## config.mk

```make
export PLATFORM = sky130hd
export DESIGN_NAME = dma_burst_seq
export DESIGN_NICKNAME = d
export VERILOG_FILES = /design/src/rtl/dma_seq_pkg.sv /design/src/rtl/dma_seq_limit.sv /design/src/rtl/dma_seq_counter.sv /design/src/rtl/dma_seq_fsm.sv /design/src/rtl/dma_seq_word.sv /design/src/rtl/dma_burst_seq.sv
export SDC_FILE = /design/constraint.sdc
export NUM_CORES = 1
export LEC_CHECK = 0
export BUFFER_PORTS_ARGS = -buffer_cell sky130_fd_sc_hd__buf_2
export CAP_MARGIN = 15
export CORE_MARGIN = 4
export CORE_UTILIZATION = 45
export CTS_BUF_LIST = sky130_fd_sc_hd__clkbuf_16
export CTS_CLUSTER_SIZE = 20
export DETAILED_ROUTE_END_ITERATION = 7
export PLACE_DENSITY_LB_ADDON = 0.2
export SYNTH_ARGS = -nofsm -noshare
export SYNTH_HDL_FRONTEND = slang
export SYNTH_HIERARCHICAL = 1
export SYNTH_SLANG_ARGS = --single-unit
```

## constraint.sdc

```tcl
create_clock -name clk -period 4.75 [get_ports clk]
set_input_delay 0.7125 -clock clk [delete_from_list [all_inputs] [get_ports clk]]
set_output_delay 0.7125 -clock clk [all_outputs]
set_load 0.005 [all_outputs]
```

## src/rtl/dma_seq_pkg.sv

```systemverilog
package dma_seq_pkg;

   typedef enum logic [1:0] {
      SEQ_IDLE = 2'd0,
      SEQ_WAIT = 2'd1,
      SEQ_RD   = 2'd2,
      SEQ_WR   = 2'd3
   } seq_state_t;

endpackage

```

## src/rtl/dma_seq_limit.sv

```systemverilog
// Burst length decoder: exponent -> number of transfers per burst.
module dma_seq_limit #(
   parameter int CNT_W = 10,
   parameter int EXP_W = 4
) (
   input  logic [EXP_W-1:0] exp_i,
   output logic [CNT_W:0]   limit_o
);
   localparam int MAX_EXP = CNT_W;
   localparam int ENTRIES = 2 ** EXP_W;

   logic [CNT_W:0] lut [ENTRIES];

   for (genvar e = 0; e < ENTRIES; e++) begin : g_entry
      if (e >= MAX_EXP) begin : g_sat
         assign lut[e] = (CNT_W+1)'(1) << MAX_EXP;
      end else begin : g_pow
         assign lut[e] = (CNT_W+1)'(1) << e;
      end
   end

   assign limit_o = lut[exp_i];
endmodule

```

## src/rtl/dma_seq_counter.sv

```systemverilog
// Outstanding-transfer and per-burst counters.
module dma_seq_counter #(
   parameter int CNT_W = 10
) (
   input  logic             clk,
   input  logic             rst_n,
   input  logic             load_i,
   input  logic [CNT_W-1:0] nm1_i,
   input  logic             start_i,
   input  logic             step_i,
   input  logic [CNT_W:0]   limit_i,
   output logic [CNT_W:0]   rem_next_o,
   output logic             last_o,
   output logic             burst_end_o
);
   logic [CNT_W:0] rem_q;
   logic [CNT_W:0] burst_q;
   logic [CNT_W:0] burst_next;

   assign rem_next_o  = rem_q - (CNT_W+1)'(1);
   assign burst_next  = burst_q + (CNT_W+1)'(1);
   assign last_o      = (rem_next_o == '0);
   assign burst_end_o = last_o || (burst_next == limit_i);

   always_ff @(posedge clk) begin
      if (!rst_n) begin
         rem_q   <= '0;
         burst_q <= '0;
      end else begin
         if (load_i) begin
            rem_q <= {1'b0, nm1_i} + (CNT_W+1)'(1);
         end else if (step_i) begin
            rem_q <= rem_next_o;
         end
         if (start_i) begin
            burst_q <= '0;
         end else if (step_i) begin
            burst_q <= burst_next;
         end
      end
   end
endmodule

```

## src/rtl/dma_seq_fsm.sv

```systemverilog
// Sequencing of grant, read/write pairs and release.
module dma_seq_fsm
   import dma_seq_pkg::*;
(
   input  logic       clk,
   input  logic       rst_n,
   input  logic       load_req_i,
   input  logic       gnt_i,
   input  logic       ack_i,
   input  logic       burst_end_i,
   input  logic       last_i,
   output seq_state_t state_o,
   output logic       load_o,
   output logic       start_o,
   output logic       step_o,
   output logic       rel_o,
   output logic       done_o
);
   seq_state_t st_q;
   logic       rel_q;
   logic       done_q;

   assign state_o = st_q;
   assign load_o  = (st_q == SEQ_IDLE) && load_req_i;
   assign start_o = (st_q == SEQ_WAIT) && gnt_i;
   assign step_o  = (st_q == SEQ_WR) && ack_i;
   assign rel_o   = rel_q;
   assign done_o  = done_q;

   always_ff @(posedge clk) begin
      if (!rst_n) begin
         st_q   <= SEQ_IDLE;
         rel_q  <= 1'b0;
         done_q <= 1'b0;
      end else begin
         rel_q  <= 1'b0;
         done_q <= 1'b0;
         case (st_q)
            SEQ_IDLE: if (load_req_i) st_q <= SEQ_WAIT;
            SEQ_WAIT: if (gnt_i) st_q <= SEQ_RD;
            SEQ_RD:   if (ack_i) st_q <= SEQ_WR;
            SEQ_WR: begin
               if (ack_i) begin
                  if (burst_end_i) begin
                     rel_q  <= 1'b1;
                     done_q <= last_i;
                     st_q   <= last_i ? SEQ_IDLE : SEQ_WAIT;
                  end else begin
                     st_q <= SEQ_RD;
                  end
               end
            end
            default: st_q <= SEQ_IDLE;
         endcase
      end
   end
endmodule

```

## src/rtl/dma_seq_word.sv

```systemverilog
// Holds the control word and rewrites its count field at each release.
module dma_seq_word #(
   parameter int WORD_W  = 32,
   parameter int CNT_W   = 10,
   parameter int CNT_LSB = 4
) (
   input  logic              clk,
   input  logic              rst_n,
   input  logic              load_i,
   input  logic [WORD_W-1:0] cfg_i,
   input  logic              upd_i,
   input  logic              last_i,
   input  logic [CNT_W:0]    rem_next_i,
   output logic [WORD_W-1:0] word_o
);
   logic [WORD_W-1:0] word_q;
   logic [CNT_W-1:0]  field_new;

   assign field_new = last_i ? '0 : CNT_W'(rem_next_i - (CNT_W+1)'(1));
   assign word_o    = word_q;

   always_ff @(posedge clk) begin
      if (!rst_n) begin
         word_q <= '0;
      end else if (load_i) begin
         word_q <= cfg_i;
      end else if (upd_i) begin
         word_q[CNT_LSB +: CNT_W] <= field_new;
      end
   end
endmodule

```

## src/rtl/dma_burst_seq.sv

```systemverilog
module dma_burst_seq
   import dma_seq_pkg::*;
#(
   parameter int WORD_W       = 32,
   parameter int CNT_W        = 10,
   parameter int CNT_LSB      = 4,
   parameter int EXP_W        = 4,
   parameter int EXP_LSB      = 14,
   parameter int PROT_W       = 3,
   parameter int SRC_PROT_LSB = 18,
   parameter int DST_PROT_LSB = 21
) (
   input  logic              clk,
   input  logic              rst_n,
   input  logic              chan_load,
   input  logic [WORD_W-1:0] chan_cfg,
   output logic              arb_req,
   input  logic              arb_gnt,
   output logic              bus_held,
   output logic              arb_release,
   output logic              xfer_req,
   output logic              xfer_write,
   output logic [PROT_W-1:0] xfer_prot,
   input  logic              xfer_ack,
   output logic              wb_valid,
   output logic [WORD_W-1:0] wb_word,
   output logic              cycle_done
);
   // elaboration-time parameter checks
   if (CNT_LSB + CNT_W > EXP_LSB) begin : g_bad_cnt
      $error("count field overlaps exponent field");
   end
   if (EXP_LSB + EXP_W > SRC_PROT_LSB) begin : g_bad_exp
      $error("exponent field overlaps source attributes");
   end
   if (SRC_PROT_LSB + PROT_W > DST_PROT_LSB) begin : g_bad_src
      $error("source attributes overlap destination attributes");
   end
   if (DST_PROT_LSB + PROT_W > WORD_W) begin : g_bad_dst
      $error("destination attributes exceed word width");
   end

   seq_state_t        st;
   logic              do_load, do_start, do_step;
   logic              burst_end, last;
   logic [CNT_W:0]    limit, rem_next;
   logic [WORD_W-1:0] word;
   logic              rel;

   dma_seq_fsm u_fsm (
      .clk         (clk),
      .rst_n       (rst_n),
      .load_req_i  (chan_load),
      .gnt_i       (arb_gnt),
      .ack_i       (xfer_ack),
      .burst_end_i (burst_end),
      .last_i      (last),
      .state_o     (st),
      .load_o      (do_load),
      .start_o     (do_start),
      .step_o      (do_step),
      .rel_o       (rel),
      .done_o      (cycle_done)
   );

   dma_seq_limit #(.CNT_W(CNT_W), .EXP_W(EXP_W)) u_limit (
      .exp_i   (word[EXP_LSB +: EXP_W]),
      .limit_o (limit)
   );

   dma_seq_counter #(.CNT_W(CNT_W)) u_cnt (
      .clk         (clk),
      .rst_n       (rst_n),
      .load_i      (do_load),
      .nm1_i       (chan_cfg[CNT_LSB +: CNT_W]),
      .start_i     (do_start),
      .step_i      (do_step),
      .limit_i     (limit),
      .rem_next_o  (rem_next),
      .last_o      (last),
      .burst_end_o (burst_end)
   );

   dma_seq_word #(.WORD_W(WORD_W), .CNT_W(CNT_W), .CNT_LSB(CNT_LSB)) u_word (
      .clk        (clk),
      .rst_n      (rst_n),
      .load_i     (do_load),
      .cfg_i      (chan_cfg),
      .upd_i      (do_step && burst_end),
      .last_i     (last),
      .rem_next_i (rem_next),
      .word_o     (word)
   );

   assign arb_req     = (st == SEQ_WAIT);
   assign bus_held    = (st == SEQ_RD) || (st == SEQ_WR);
   assign xfer_req    = bus_held;
   assign xfer_write  = (st == SEQ_WR);
   assign xfer_prot   = xfer_write ? word[DST_PROT_LSB +: PROT_W]
                                   : word[SRC_PROT_LSB +: PROT_W];
   assign arb_release = rel;
   assign wb_valid    = rel;
   assign wb_word     = word;
endmodule

```

=== After elaboration in Yosys (flattened, before gate mapping) ===
Memories as Yosys holds them, arrays and structs flattened.
Cells that the tools add are included.

* Bits in registers: 58
* Memory bits (read-only): 176
* Memories: 1
* Output and inout bits: 42
* Input bits: 37

* Multiplexer cells: 16
* Reduce and logical (&&, ||, !) cells: 14
* Equal/unequal tests: 8
* Bitwise logic cells: 2
* Order comparisons: 1
* $add $sub $neg: 4

{| class="wikitable"
|+ Memories
! memory !! words !! width !! read ports !! clocked after memory_dff !! wr ports !! RTL line !! RTL
|-
| (name not given) || 16 || 11 || 1 || 0 || 0 || dma_seq_limit.sv:22 || <nowiki>assign limit_o = lut[exp_i];</nowiki>
|}

{| class="wikitable"
|+ Operators by type and width
! operator !! count
|-
| two-way mux 11 bit || 4
|-
| two-way mux 10 bit || 3
|-
| adder 10 x 1 -> 11 bit (second input constant) || 1
|-
| adder 11 x 1 -> 11 bit (second input constant) || 1
|-
| == test 11 bit || 1
|-
| logical NOT 11 bit || 1
|-
| subtractor 11 x 1 -> 11 bit (second input constant) || 1
|-
| two-way mux 2 bit || 5
|-
| subtractor 10 x 1 -> 10 bit (second input constant) || 1
|-
| case mux 2 bit (4 select lines) || 1
|-
| AND reduction 4 bit || 2
|-
| >= comparator 5 bit (second input constant) || 1
|-
| inverter 4 -> 5 bit || 1
|-
| == test 2 bit (second input constant) || 2
|-
| logical AND 1 bit || 4
|-
| != test 2 x 1 -> 1 bit (second input constant) || 2
|-
| != test 2 bit (second input constant) || 2
|-
| nonzero test 2 bit || 2
|-
| two-way mux 3 bit || 1
|-
| AND reduction 3 bit || 1
|-
| == test 2 x 1 -> 1 bit (second input constant) || 1
|-
| logical NOT 2 bit || 1
|-
| logical OR 1 bit || 2
|-
| two-way mux 1 bit || 2
|-
| other kinds (2) || 2
|}

=== Depth between registers and ports, before layout ===
Gate-level depths: netlist of the first run.

* Depth after elaboration: 9
* Gate-level depth with buffers: 12
* Mapped depth without buffers: 11

=== Modules after synthesis ===
Netlist of the first run, hierarchy kept.

{| class="wikitable"
|+ Modules (own cells, without submodules)
! module !! instances !! area each (um2) !! cells an instance
|-
| dma_seq_counter || 1 || 1722.9 || 223
|-
| dma_seq_word || 1 || 1377.6 || 142
|-
| dma_seq_limit || 1 || 187.7 || 15
|-
| dma_seq_fsm || 1 || 175.2 || 18
|-
| dma_burst_seq || 1 || 88.8 || 10
|}

=== Least setup slack after synthesis of the first run ===
OpenSTA, ideal clock, no wires.

* Path kind: register -> register
* Start: register u_cnt.rem_q[0]
* End: register u_word.word_q[4] (netlist: u_word/word_o[4])
* Arrival time: 3381 ps
* Required time: 4622 ps
* Slack: 1241 ps
* Cell stages (with the launch flop): 13
* Period minus slack after synthesis: 3509 ps
* Buffers on the path: 1
* Path through: dfxtp_1 inv_1 ha_1 xor2_1 or4b_2 nor4_1 or4b_1 o32ai_1 and2_1 clkbuf_1 mux2_2 mux2i_1 nor2_1

* Word-level cells in the longest chain between the ends: 5
* Elaborated cells on any way between the ends: 9
* Those cells by class: 2 x add/sub; 3 x mux; 4 x reduce/logical

{| class="wikitable"
|+ Ends and longest elaborated chain
! item !! RTL line !! RTL
|-
| start: declaration || dma_seq_counter.sv:16 || <nowiki>logic [CNT_W:0] rem_q;</nowiki>
|-
| start signal: assignment || dma_seq_counter.sv:31 || <nowiki>rem_q <= {1'b0, nm1_i} + (CNT_W+1)'(1);</nowiki>
|-
| start signal: assignment || dma_seq_counter.sv:33 || <nowiki>rem_q <= rem_next_o;</nowiki>
|-
| subtractor 11 x 1 -> 11 bit || dma_seq_counter.sv:20 || <nowiki>assign rem_next_o = rem_q - (CNT_W+1)'(1);</nowiki>
|-
| via rem_next[0] || dma_burst_seq.sv:46 || <nowiki>logic [CNT_W:0] limit, rem_next;</nowiki>
|-
| logical NOT 11 bit || dma_seq_counter.sv:22 || <nowiki>assign last_o = (rem_next_o == '0);</nowiki>
|-
| logical OR 1 bit || dma_seq_counter.sv:23 || <nowiki>assign burst_end_o = last_o || (burst_next == limit_i);</nowiki>
|-
| via burst_end || dma_burst_seq.sv:45 || <nowiki>logic burst_end, last;</nowiki>
|-
| logical AND 1 bit || dma_burst_seq.sv:89 || <nowiki>.upd_i (do_step && burst_end),</nowiki>
|-
| nonzero test 2 bit (no line) || -- ||
|-
| end signal: assignment || dma_seq_word.sv:26 || <nowiki>word_q <= cfg_i;</nowiki>
|-
| end signal: indexed assignment || dma_seq_word.sv:28 || <nowiki>word_q[CNT_LSB +: CNT_W] <= field_new;</nowiki>
|-
| end: declaration || dma_seq_word.sv:16 || <nowiki>logic [WORD_W-1:0] word_q;</nowiki>
|}

The timed path passes the listed nets, and every way through them passes these cells. The select of a mux whose other input is x is not followed.
A chain may end at the register's enable or synchronous reset.

=== Worst setup path in the final report of the first run ===
* Start: register u_cnt.rem_q[0]
* End: register u_word.word_q[10] (netlist: u_word/word_o[10])

Same word-level chain as after synthesis.

==> results of run 1 <==
==> cell type report <==
class | count | share of cell area [%]
multi-input combinational | 308 | 51.5
sequential | 58 | 27.3
timing repair buffer | 79 | 9.36
clock buffer | 9 | 5.30
tap | 102 | 3.00
clock inverter | 7 | 2.24
inverter | 14 | 1.24
==> logic make-up after synthesis <==
kind of cell / synth area share, %
and+or+nand+nor: 29.1
DFF: 32.7
AOI/OAI and AO/OA: 9.48
adders and majority gates: 1.76
muxes: 8.95
xor gates and xnor gates: 12.3
buffers and inverters: 5.71
==> registers in the layout, indices dropped and copies added (netlist names) <==
register and count:
u_fsm/done_o 1, u_cnt/rem_q 11, u_word/word_o 32, u_cnt/burst_q 11, u_fsm/state_o 2, u_fsm/rel_o 1
==> metrics by stage <==
| stage | utilization (%) | instance area [µm²] | std cells | power [W] | hold WS [ns] |
|---|---|---|---|---|---|
| after CTS | 55.3 | 4250 | 577 | 0.00157 | 0.495 |
| after global routing | 55.3 | 4250 | 577 | 0.00164 | 0.548 |
| after global placement | 51.1 | 3930 | 561 | 0.000872 | 0.468 |
| after floorplan | - | 3550 | 408 | 0.000791 | 0.485 |
| after detailed placement | 51.1 | 3930 | 561 | 0.000874 | 0.482 |
| final | 55.3 | 4250 | 577 | 0.00156 | 0.487 |
==> power by group <==
| group | internal (W) | switching (W) |
|---|---|---|
| combinational | 0.000138 | 0.000171 |
| clock | 0.000459 | 0.000234 |
| sequential | 0.000519 | 0.0000405 |
| total | 0.00112 | 0.000445 |
==> cell usage after synthesis, types with 2 or more instances <==
library cell	n	share of area [%]
or4b_1	2	0.56
nand3_1	11	1.5
nand2b_1	5	0.88
nand2_1	19	2.0
and3_1	3	0.53
dfxtp_1	58	33
buf_6	4	1.3
or3_1	5	0.88
mux2_2	2	0.63
nor3_1	11	1.5
xor2_1	25	6.2
nor3b_1	11	2.3
nor4_1	7	1.2
o22ai_1	5	0.88
nand3b_1	3	0.63
nand4_1	6	1.1
a211oi_1	12	2.5
buf_1	2	0.21
clkbuf_1	16	1.7
ha_1	5	1.8
o21ai_0	3	0.42
o211ai_1	2	0.42
and4bb_1	3	1.1
buf_2	3	0.42
and3_4	2	0.63
nor4b_2	4	1.7
or3b_2	2	0.49
inv_1	14	1.5
xnor2_1	25	6.2
buf_4	3	0.63
a21oi_1	14	2.0
o21a_1	3	0.63
and2b_2	2	0.49
o211a_1	2	0.56
or4_4	2	0.63
and2_1	3	0.53
or2_2	2	0.35
nor2b_1	2	0.35
mux2_4	3	1.3
nor2_1	57	6.0
mux2i_1	25	7.0
==> critical path, stage by stage, from the launching register on <==
cell	delay, ns
dfxtp_1	0.44
inv_1	0.14
ha_1	0.28
xor2_1	0.22
or4b_2	0.66
nor4_1	0.17
or4b_1	0.50
o32ai_1	0.34
and2_1	0.49
nor3b_1	0.54
nand2_1	0.24
o22ai_1	0.20
==> layer usage <==
metal | routed length (µm) | part of all wire (%) | track usage, %
met5 | 0 | 0 | 0
met4 | 84 | 0.98 | 5.94
met3 | 542 | 6.3 | 5.12
met2 | 3770 | 44 | 27.1
met1 | 4170 | 49 | 25.8
==> final timing paths <==
check | startpoint | end | slack, ns
worst max-delay path | u_cnt/rem_q[0]$_SDFFE_PN0P_ | u_word/word_o[10]$_SDFFE_PN0P_ | 0.43
worst min-delay path | u_word/word_o[29]$_SDFFE_PN0P_ | u_word/word_o[29]$_SDFFE_PN0P_ | 0.49
worst max register to register | u_cnt/rem_q[0]$_SDFFE_PN0P_ | u_word/word_o[10]$_SDFFE_PN0P_ | 0.43
worst min register to register | u_word/word_o[29]$_SDFFE_PN0P_ | u_word/word_o[29]$_SDFFE_PN0P_ | 0.49
==> impl_metrics.csv, run 1 <==
group,metric,value,unit
final_layout,area_growth,19.6,%
floorplan,die_width,96.8,µm
synthesis,avgSynthCellArea,8.71,µm²
clock_tree,ctsRootBufferMaster,"clkbuf_16",
sta,hold_viol_final,0,
setup_path,crit_type,"flip-flop to flip-flop",
sta,layout_min_cycle_time,4.32,ns
clock_tree,holdBufCountCts,0,
route,drt_wl_total,8560,µm
power_and_ir_drop,cellPowerDensity,367,nW/µm²
sta,worst_pin_slew,0.984,ns
synthesis,ys_seq_area_share,32.7,%
floorplan,coreArea,7690,µm²
global_routing,grt_pass1_vias,2972,
sta,post-route-period-util,91.0,%
clock_tree,clk_latency,0.32,ns
global_routing,grt_pass1_wl,14400,µm
power_and_ir_drop,p_leak,1.85,nW
clock_tree,cts_tree,"yes",
sta,setup_viol,0,
floorplan,rows,32,
placement,post-place-ws,0.521,ns
floorplan,initial_core_util,46.2,%
floorplan,io_pins,79,
global_routing,antenna_found_initial,0,
global_routing,globalRouteOverflowTotal,0,
global_routing,grt_max_degree,45,
setup_path,cp_data_arrival_time,4.55,ns
min_path,hold_path.class,"flip-flop to flip-flop",
clock_tree,cts_buffers,9,
route,wire_per_inst,14.8,µm
synthesis,synth_area,3550,µm²
synthesis,async_flop_share,0,%
setup_path,start_kind,"flip-flop",
final_layout,multi_input_area,2190,µm²
route,firstDrtPassIters,4,
sta,max-slew-margin-rel,34.3,%
clock_tree,postCtsSetupBuffers,0,
sta,rsz0062_at_grt,"no",
synthesis,synth-seq-cells,58,
setup_path,crit_path_end_kind,"flip-flop",
placement,numPortBuffers,78,
route,via_per_inst,5.35,
min_path,hold_depth,2,
synthesis,syn_inst,408,
route,vias,3087,
final_layout,mostFrequentLayoutCell,"buf_2",
clock_tree,clock_path_buffers,2,
setup_path,r2r_cells,11,
setup_path,cp.required,4.98,ns
synthesis,synth_ff_type,"dfxtp_1",
floorplan,die_area,9380,µm²
sta,drv_slew,0,
setup_path,cp_max_fo,11,
sta,clock.fmax,231,MHz
final_layout,final_cell_mix,"78 x buf_2, 58 x dfxtp_1, 57 x nor2_1",
route,drt_iter0_markers,168,
final_layout,antenna_cells,0,
clock_tree,clkTransAtPathRegs,0.06,ns
synthesis,synth_warnings,6,
run,max_cap_viol_count,0,
sta,finClkSkew,0.0114,ns
final_layout,final_nets,512,
placement,hpwl,6210,µm
sta,layout_setup_ws,0.426,ns
power_and_ir_drop,peakVddDrop,186,µV
clock_tree,clock-sinks,58,
final_layout,drive_above_1_share,25.1,%
synthesis,synth_nets,450,
sta,fin_tns_setup,0,ns
route,drt_drc_violations_left,0,
placement,gp_congestion,0.918,
run_status,status,"completed",
synthesis,synth_edf_count,0,
global_routing,grtUsageTotal,18.4,%
synthesis,yosysUniqueCellTypes,61,
clock_tree,htree_levels,3,
final_layout,nFillCells,711,
final_layout,regArea,1160,µm²
route,detail-route-antenna-nets,0,
clock_tree,cts_resized,0,
floorplan,die_h,96.8,µm
Power figures use the tool's default switching activity.
==> run 2, diff against run 1 <==
CELL_PAD_IN_SITES_DETAIL_PLACEMENT = 1   (was default)
CELL_PAD_IN_SITES_GLOBAL_PLACEMENT = 1   (was default)
CORE_UTILIZATION = 41   (was 45)
==> run 2 against run 1 <==
Net effect:
- sequential share of layout area down 0.10 points
- final cell count up 0.52%
- register-to-register slack better by 0.22 ns
- combinational power up 4%
- die area up 8.9%
- largest power group unchanged
- highest routed layer unchanged
==> impl_metrics.csv, run 2 (same netlist as run 1, synthesis figures left out) <==
group,metric,value,unit
run_status,status,"completed",
final_layout,final_util,51.1,%
power_and_ir_drop,clockPowerShare,44.6,%
power_and_ir_drop,cellPowerDensity,372,nW/µm²
sta,clock.fmax,244,MHz
global_routing,globalRouteOverflowTotal,0,
route,drt_wl_total,10100,µm
clock_tree,postCtsSetupBuffers,0,
global_routing,grt_util_met2,32.7,%
setup_path,timing.rr.end,"u_word/word_o[10]$_SDFFE_PN0P_",
global_routing,antenna_found_initial,0,
power_and_ir_drop,p_seq_share,35.3,%
setup_path,crit_path_end_kind,"flip-flop",
clock_tree,clk_latency,0.32,ns
global_routing,gr-usage-met1,27.9,%
global_routing,use_met3,5.19,%
setup_path,max_stage_delay,0.67,ns
sta,setup_viol,0,
clock_tree,cts_tree,"yes",
power_and_ir_drop,p_comb_share,20.1,%
floorplan,die_area,10200,µm²
sta,post-route-period-util,86.3,%
clock_tree,cts_buffers,9,
route,via_per_inst,5.49,
route,wire_per_inst,17.3,µm
floorplan,die_h,101,µm
floorplan,io_pins,79,
sta,drv_slew,0,
sta,hold_viol_final,0,
final_layout,drive_above_1_share,25.5,%
power_and_ir_drop,p_leak,1.85,nW
route,vias,3186,
clock_tree,holdBufCountCts,0,
sta,finClkSkew,0.00536,ns
global_routing,grt_max_degree,36,
global_routing,grt_pass1_vias,3331,
setup_path,cp.required,4.98,ns
placement,gp_congestion,0.860,
floorplan,die_width,101,µm
setup_path,r2r_start,"u_cnt/rem_q[0]$_SDFFE_PN0P_",
placement,place_area,3930,µm²
final_layout,antenna_cells,0,
power_and_ir_drop,p_int,0.00112,W
min_path,hold_start,"u_word/word_o[24]$_SDFFE_PN0P_",
global_routing,busiest_layer,"met2",
clock_tree,cts_resized,0,
route,firstDrtPassIters,4,
global_routing,grt_pass1_wl,17000,µm
clock_tree,clock-sinks,58,
final_layout,largest_reg_flops,32,
final_layout,final_nets,512,
setup_path,cp_num_buf_inv,1,
setup_path,cp_data_arrival_time,4.33,ns
sta,layout_min_cycle_time,4.10,ns
clock_tree,clock_path_buffers,2,
power_and_ir_drop,peakVddDrop,201,µV
setup_path,crit_family,"simple AND/OR/NAND/NOR gates",
final_layout,area_growth,20.1,%
placement,numPortBuffers,78,
placement,hpwl,7110,µm
floorplan,rows,33,
clock_tree,clkTransAtPathRegs,0.05,ns
min_path,hold_depth,2,
power_and_ir_drop,p_sw_share,29.4,%
route,drt_drc_violations_left,0,
sta,max-slew-margin-rel,31.9,%
final_layout,mostFrequentLayoutCell,"buf_2",
sta,fin_tns_setup,0,ns
sta,rsz0062_at_grt,"no",
setup_path,r2r_slack,0.65,ns
route,drt_iter0_markers,122,
clock_tree,ctsRootBufferMaster,"clkbuf_16",
setup_path,crit_path_top_delay_cell,"or4b_2",
setup_path,crit_type,"flip-flop to flip-flop",
sta,worst_pin_slew,1.02,ns
setup_path,r2r_cells,11,
clock_tree,htree_levels,3,
setup_path,path_cells,"inv_1, ha_1, xor2_1, or4b_2, nor4_1, or4b_1, o32ai_1, and2_1, nor3b_2, nand2_1, o22ai_1",
floorplan,initial_core_util,42.6,%
run,max_cap_viol_count,0,
setup_path,cp_max_fo,11,
min_path,hold-path-endpoint,"u_word/word_o[24]$_SDFFE_PN0P_",
final_layout,final_area,4270,µm²
min_path,hold_path.class,"flip-flop to flip-flop",
global_routing,grtUsageTotal,20.9,%
power_and_ir_drop,power_switching,0.000466,W
final_layout,final_cell_mix,"78 x buf_2, 58 x dfxtp_1, 57 x nor2_1",
floorplan,coreArea,8340,µm²
route,detail-route-antenna-nets,0,
setup_path,start_kind,"flip-flop",
run 2: metrics by stage:
stage          hold slack [ns]  cells  setup slack (ns)  power (W)
2_1_floorplan            0.485    408              1.24   0.000791
3_3_place_gp             0.467    564             0.640   0.000874
3_5_place_dp             0.483    564             0.512   0.000882
4_1_cts                  0.497    580             0.396    0.00160
5_1_grt                  0.523    580             0.208    0.00166
6_report                 0.489    580             0.648    0.00159
run 2: cell type report:
class	instances	area (µm²)
fill	1025	4080
sequential	58	1160
multi-input combinational	308	2190
timing repair buffer	79	398
tap	105	131
clock inverter	7	103
inverter	14	52.6
clock buffer	9	225
run 2: metal layers:
metal  part of all wire (%)  routed length, µm
met3                    4.9                496
met4                    1.4                139
met5                      0                  0
met2                     46               4600
met1                     48               4820
run 2: power groups by stage:
stage	combinational, W	sequential, W	clock, W
2_1_floorplan	0.000236	0.000554	0
3_3_place_gp	0.000307	0.000567	0
3_5_place_dp	0.000313	0.000569	0
4_1_cts	0.000319	0.000559	0.000720
5_1_grt	0.000354	0.000566	0.000744
6_report	0.000320	0.000559	0.000708
run 2: how the worst max path moves through the flow:
stage / from / to / slack (ns) / cells past startpoint
6_report: u_cnt/rem_q[0]$_SDFFE_PN0P_ / u_word/word_o[10]$_SDFFE_PN0P_ / 0.65 / 11
5_1_grt: u_cnt/rem_q[0]$_SDFFE_PN0P_ / u_word/word_o[10]$_SDFFE_PN0P_ / 0.21 / 11
2_1_floorplan: u_cnt/rem_q[0]$_SDFFE_PN0P_ / u_word/word_o[4]$_SDFFE_PN0P_ / 1.24 / 12
4_1_cts: u_cnt/rem_q[0]$_SDFFE_PN0P_ / u_word/word_o[10]$_SDFFE_PN0P_ / 0.40 / 11
3_3_place_gp: u_cnt/rem_q[0]$_SDFFE_PN0P_ / u_word/word_o[10]$_SDFFE_PN0P_ / 0.64 / 11
3_5_place_dp: u_cnt/rem_q[0]$_SDFFE_PN0P_ / u_word/word_o[10]$_SDFFE_PN0P_ / 0.51 / 11
run 2: tightest hold or removal path, cell delays in order, from the launching register on:
cell and delay [ns]:
dfxtp_1 0.32, mux2i_1 0.06, nor2_1 0.07
==> run 3, diff against run 2 <==
clock period = 4.7 ns   (was 4.75 ns; I/O delays follow)
==> run 3 against run 2 <==
Net effect:
- first-iteration DRC count fell by 18%
- register-to-register slack got worse by 0.22 ns
- maximum frequency fell by 4.1%
- clock skew fell by 0.0031 ns
- clock power rose by 13%
- worst setup slack got worse by 0.22 ns
- wire length rose by 2.3%
- combinational power rose by 1%
- count of clock-buffer cells in the layout did not move
- critical path depth rose by 1
==> impl_metrics.csv, run 3 (same netlist as run 1, synthesis figures left out) <==
group,metric,value,unit
run_status,status,"completed",
sta,whs,0.484,ns
placement,gp_congestion,0.859,
global_routing,grtUsageTotal,21.2,%
sta,hold_viol_final,0,
clock_tree,ctsRootBufferMaster,"clkbuf_16",
final_layout,largest_reg_flops,32,
floorplan,coreArea,8340,µm²
min_path,hold_path.class,"flip-flop to flip-flop",
sta,max-slew-margin-rel,33.5,%
final_layout,antenna_cells,0,
setup_path,cp_max_fo,11,
clock_tree,postCtsSetupBuffers,0,
route,via_per_inst,5.54,
setup_path,crit_type,"flip-flop to flip-flop",
global_routing,globalRouteOverflowTotal,0,
setup_path,cp.required,4.93,ns
sta,clock.fmax,234,MHz
final_layout,final_nets,513,
global_routing,grt_pass1_wl,17000,µm
setup_path,crit_path_end_kind,"flip-flop",
setup_path,start_kind,"flip-flop",
clock_tree,cts_tree,"yes",
final_layout,area_growth,21.0,%
floorplan,io_pins,79,
min_path,hold_start,"u_word/word_o[24]$_SDFFE_PN0P_",
final_layout,mostFrequentLayoutCell,"buf_2",
clock_tree,cts_resized,0,
route,drt_drc_violations_left,0,
placement,numPortBuffers,78,
clock_tree,clock_path_buffers,2,
route,drt_iter0_markers,100,
run,max_cap_viol_count,0,
sta,setup_viol,0,
global_routing,grt_pass1_vias,3394,
clock_tree,clkTransAtPathRegs,0.05,ns
power_and_ir_drop,total_power,0.00169,W
route,drt_wl_total,10300,µm
floorplan,die_width,101,µm
floorplan,die_h,101,µm
clock_tree,clk_latency,0.32,ns
floorplan,die_area,10200,µm²
placement,post-place-ws,0.529,ns
placement,hpwl,7010,µm
sta,post-route-period-util,91.0,%
clock_tree,cts_buffers,9,
power_and_ir_drop,peakVddDrop,222,µV
route,vias,3221,
clock_tree,htree_levels,3,
power_and_ir_drop,p_leak,1.88,nW
sta,layout_min_cycle_time,4.28,ns
route,wire_per_inst,17.7,µm
sta,worst_pin_slew,0.996,ns
sta,layout_setup_ws,0.424,ns
setup_path,startpoint,"u_cnt/rem_q[0]$_SDFFE_PN0P_",
sta,drv_slew,0,
global_routing,grt_max_degree,36,
sta,rsz0062_at_grt,"no",
setup_path,cp_data_arrival_time,4.51,ns
floorplan,initial_core_util,42.6,%
clock_tree,holdBufCountCts,0,
power_and_ir_drop,cellPowerDensity,393,nW/µm²
setup_path,r2r_start,"u_cnt/rem_q[0]$_SDFFE_PN0P_",
route,detail-route-antenna-nets,0,
sta,fin_tns_setup,0,ns
global_routing,antenna_found_initial,0,
final_layout,final_cell_mix,"78 x buf_2, 58 x dfxtp_1, 57 x nor2_1",
floorplan,rows,33,
route,firstDrtPassIters,4,
sta,finClkSkew,0.00223,ns
clock_tree,clock-sinks,58,
final_layout,drive_above_1_share,25.0,%
==> run 3: stage by stage <==
stage | std cells | util [%] | cell area [µm²]
after floorplan | 408 | - | 3550
final | 581 | 51.5 | 4300
after global routing | 581 | 51.5 | 4300
after CTS | 581 | 51.5 | 4300
after global placement | 565 | 47.2 | 3940
after detailed placement | 565 | 47.2 | 3940
==> run 3: cell type report <==
cell class                 count  area (µm²)
inverter                      14        52.6
clock buffer                   9         225
tap                          105         131
clock inverter                 7         133
fill                        1006        4040
multi-input combinational    308        2190
sequential                    58        1160
timing repair buffer          80         405
==> run 3: worst max-delay path, stage by stage (launching register included) <==
cell,delay (ns)
dfxtp_1,0.45
inv_1,0.13
ha_1,0.28
xor2_1,0.22
or4b_2,0.66
nor4_1,0.19
or4b_1,0.51
o32ai_1,0.35
and2_1,0.23
buf_4,0.18
nor3b_1,0.55
nand2_1,0.24
o22ai_1,0.21
==> run 3: worst paths after layout <==
path                                    endpoint  slack (ns)  depth (start not counted)
setup reg to reg  u_word/word_o[12]$_SDFFE_PN0P_        0.42                         12
hold reg to reg   u_word/word_o[24]$_SDFFE_PN0P_        0.48                          2
setup / recovery  u_word/word_o[12]$_SDFFE_PN0P_        0.42                         12
hold / removal    u_word/word_o[24]$_SDFFE_PN0P_        0.48                          2
==> run 3: power by group <==
part / switching [W] / total [W] / internal (W)
registers: 0.0000415 / 0.000567 / 0.000525
logic: 0.000184 / 0.000324 / 0.000140
clock network: 0.000231 / 0.000798 / 0.000566
total: 0.000457 / 0.00169 / 0.00123
==> run 3: layer usage <==
metal / vias up / share of wire (%) / global-route usage, %
li1: 1557 / - / -
met4: 0 / 1.4 / 7.26
met2: 83 / 47 / 33.6
met1: 1569 / 47 / 28.2
met5: - / 0 / 0
met3: 12 / 5.1 / 4.71
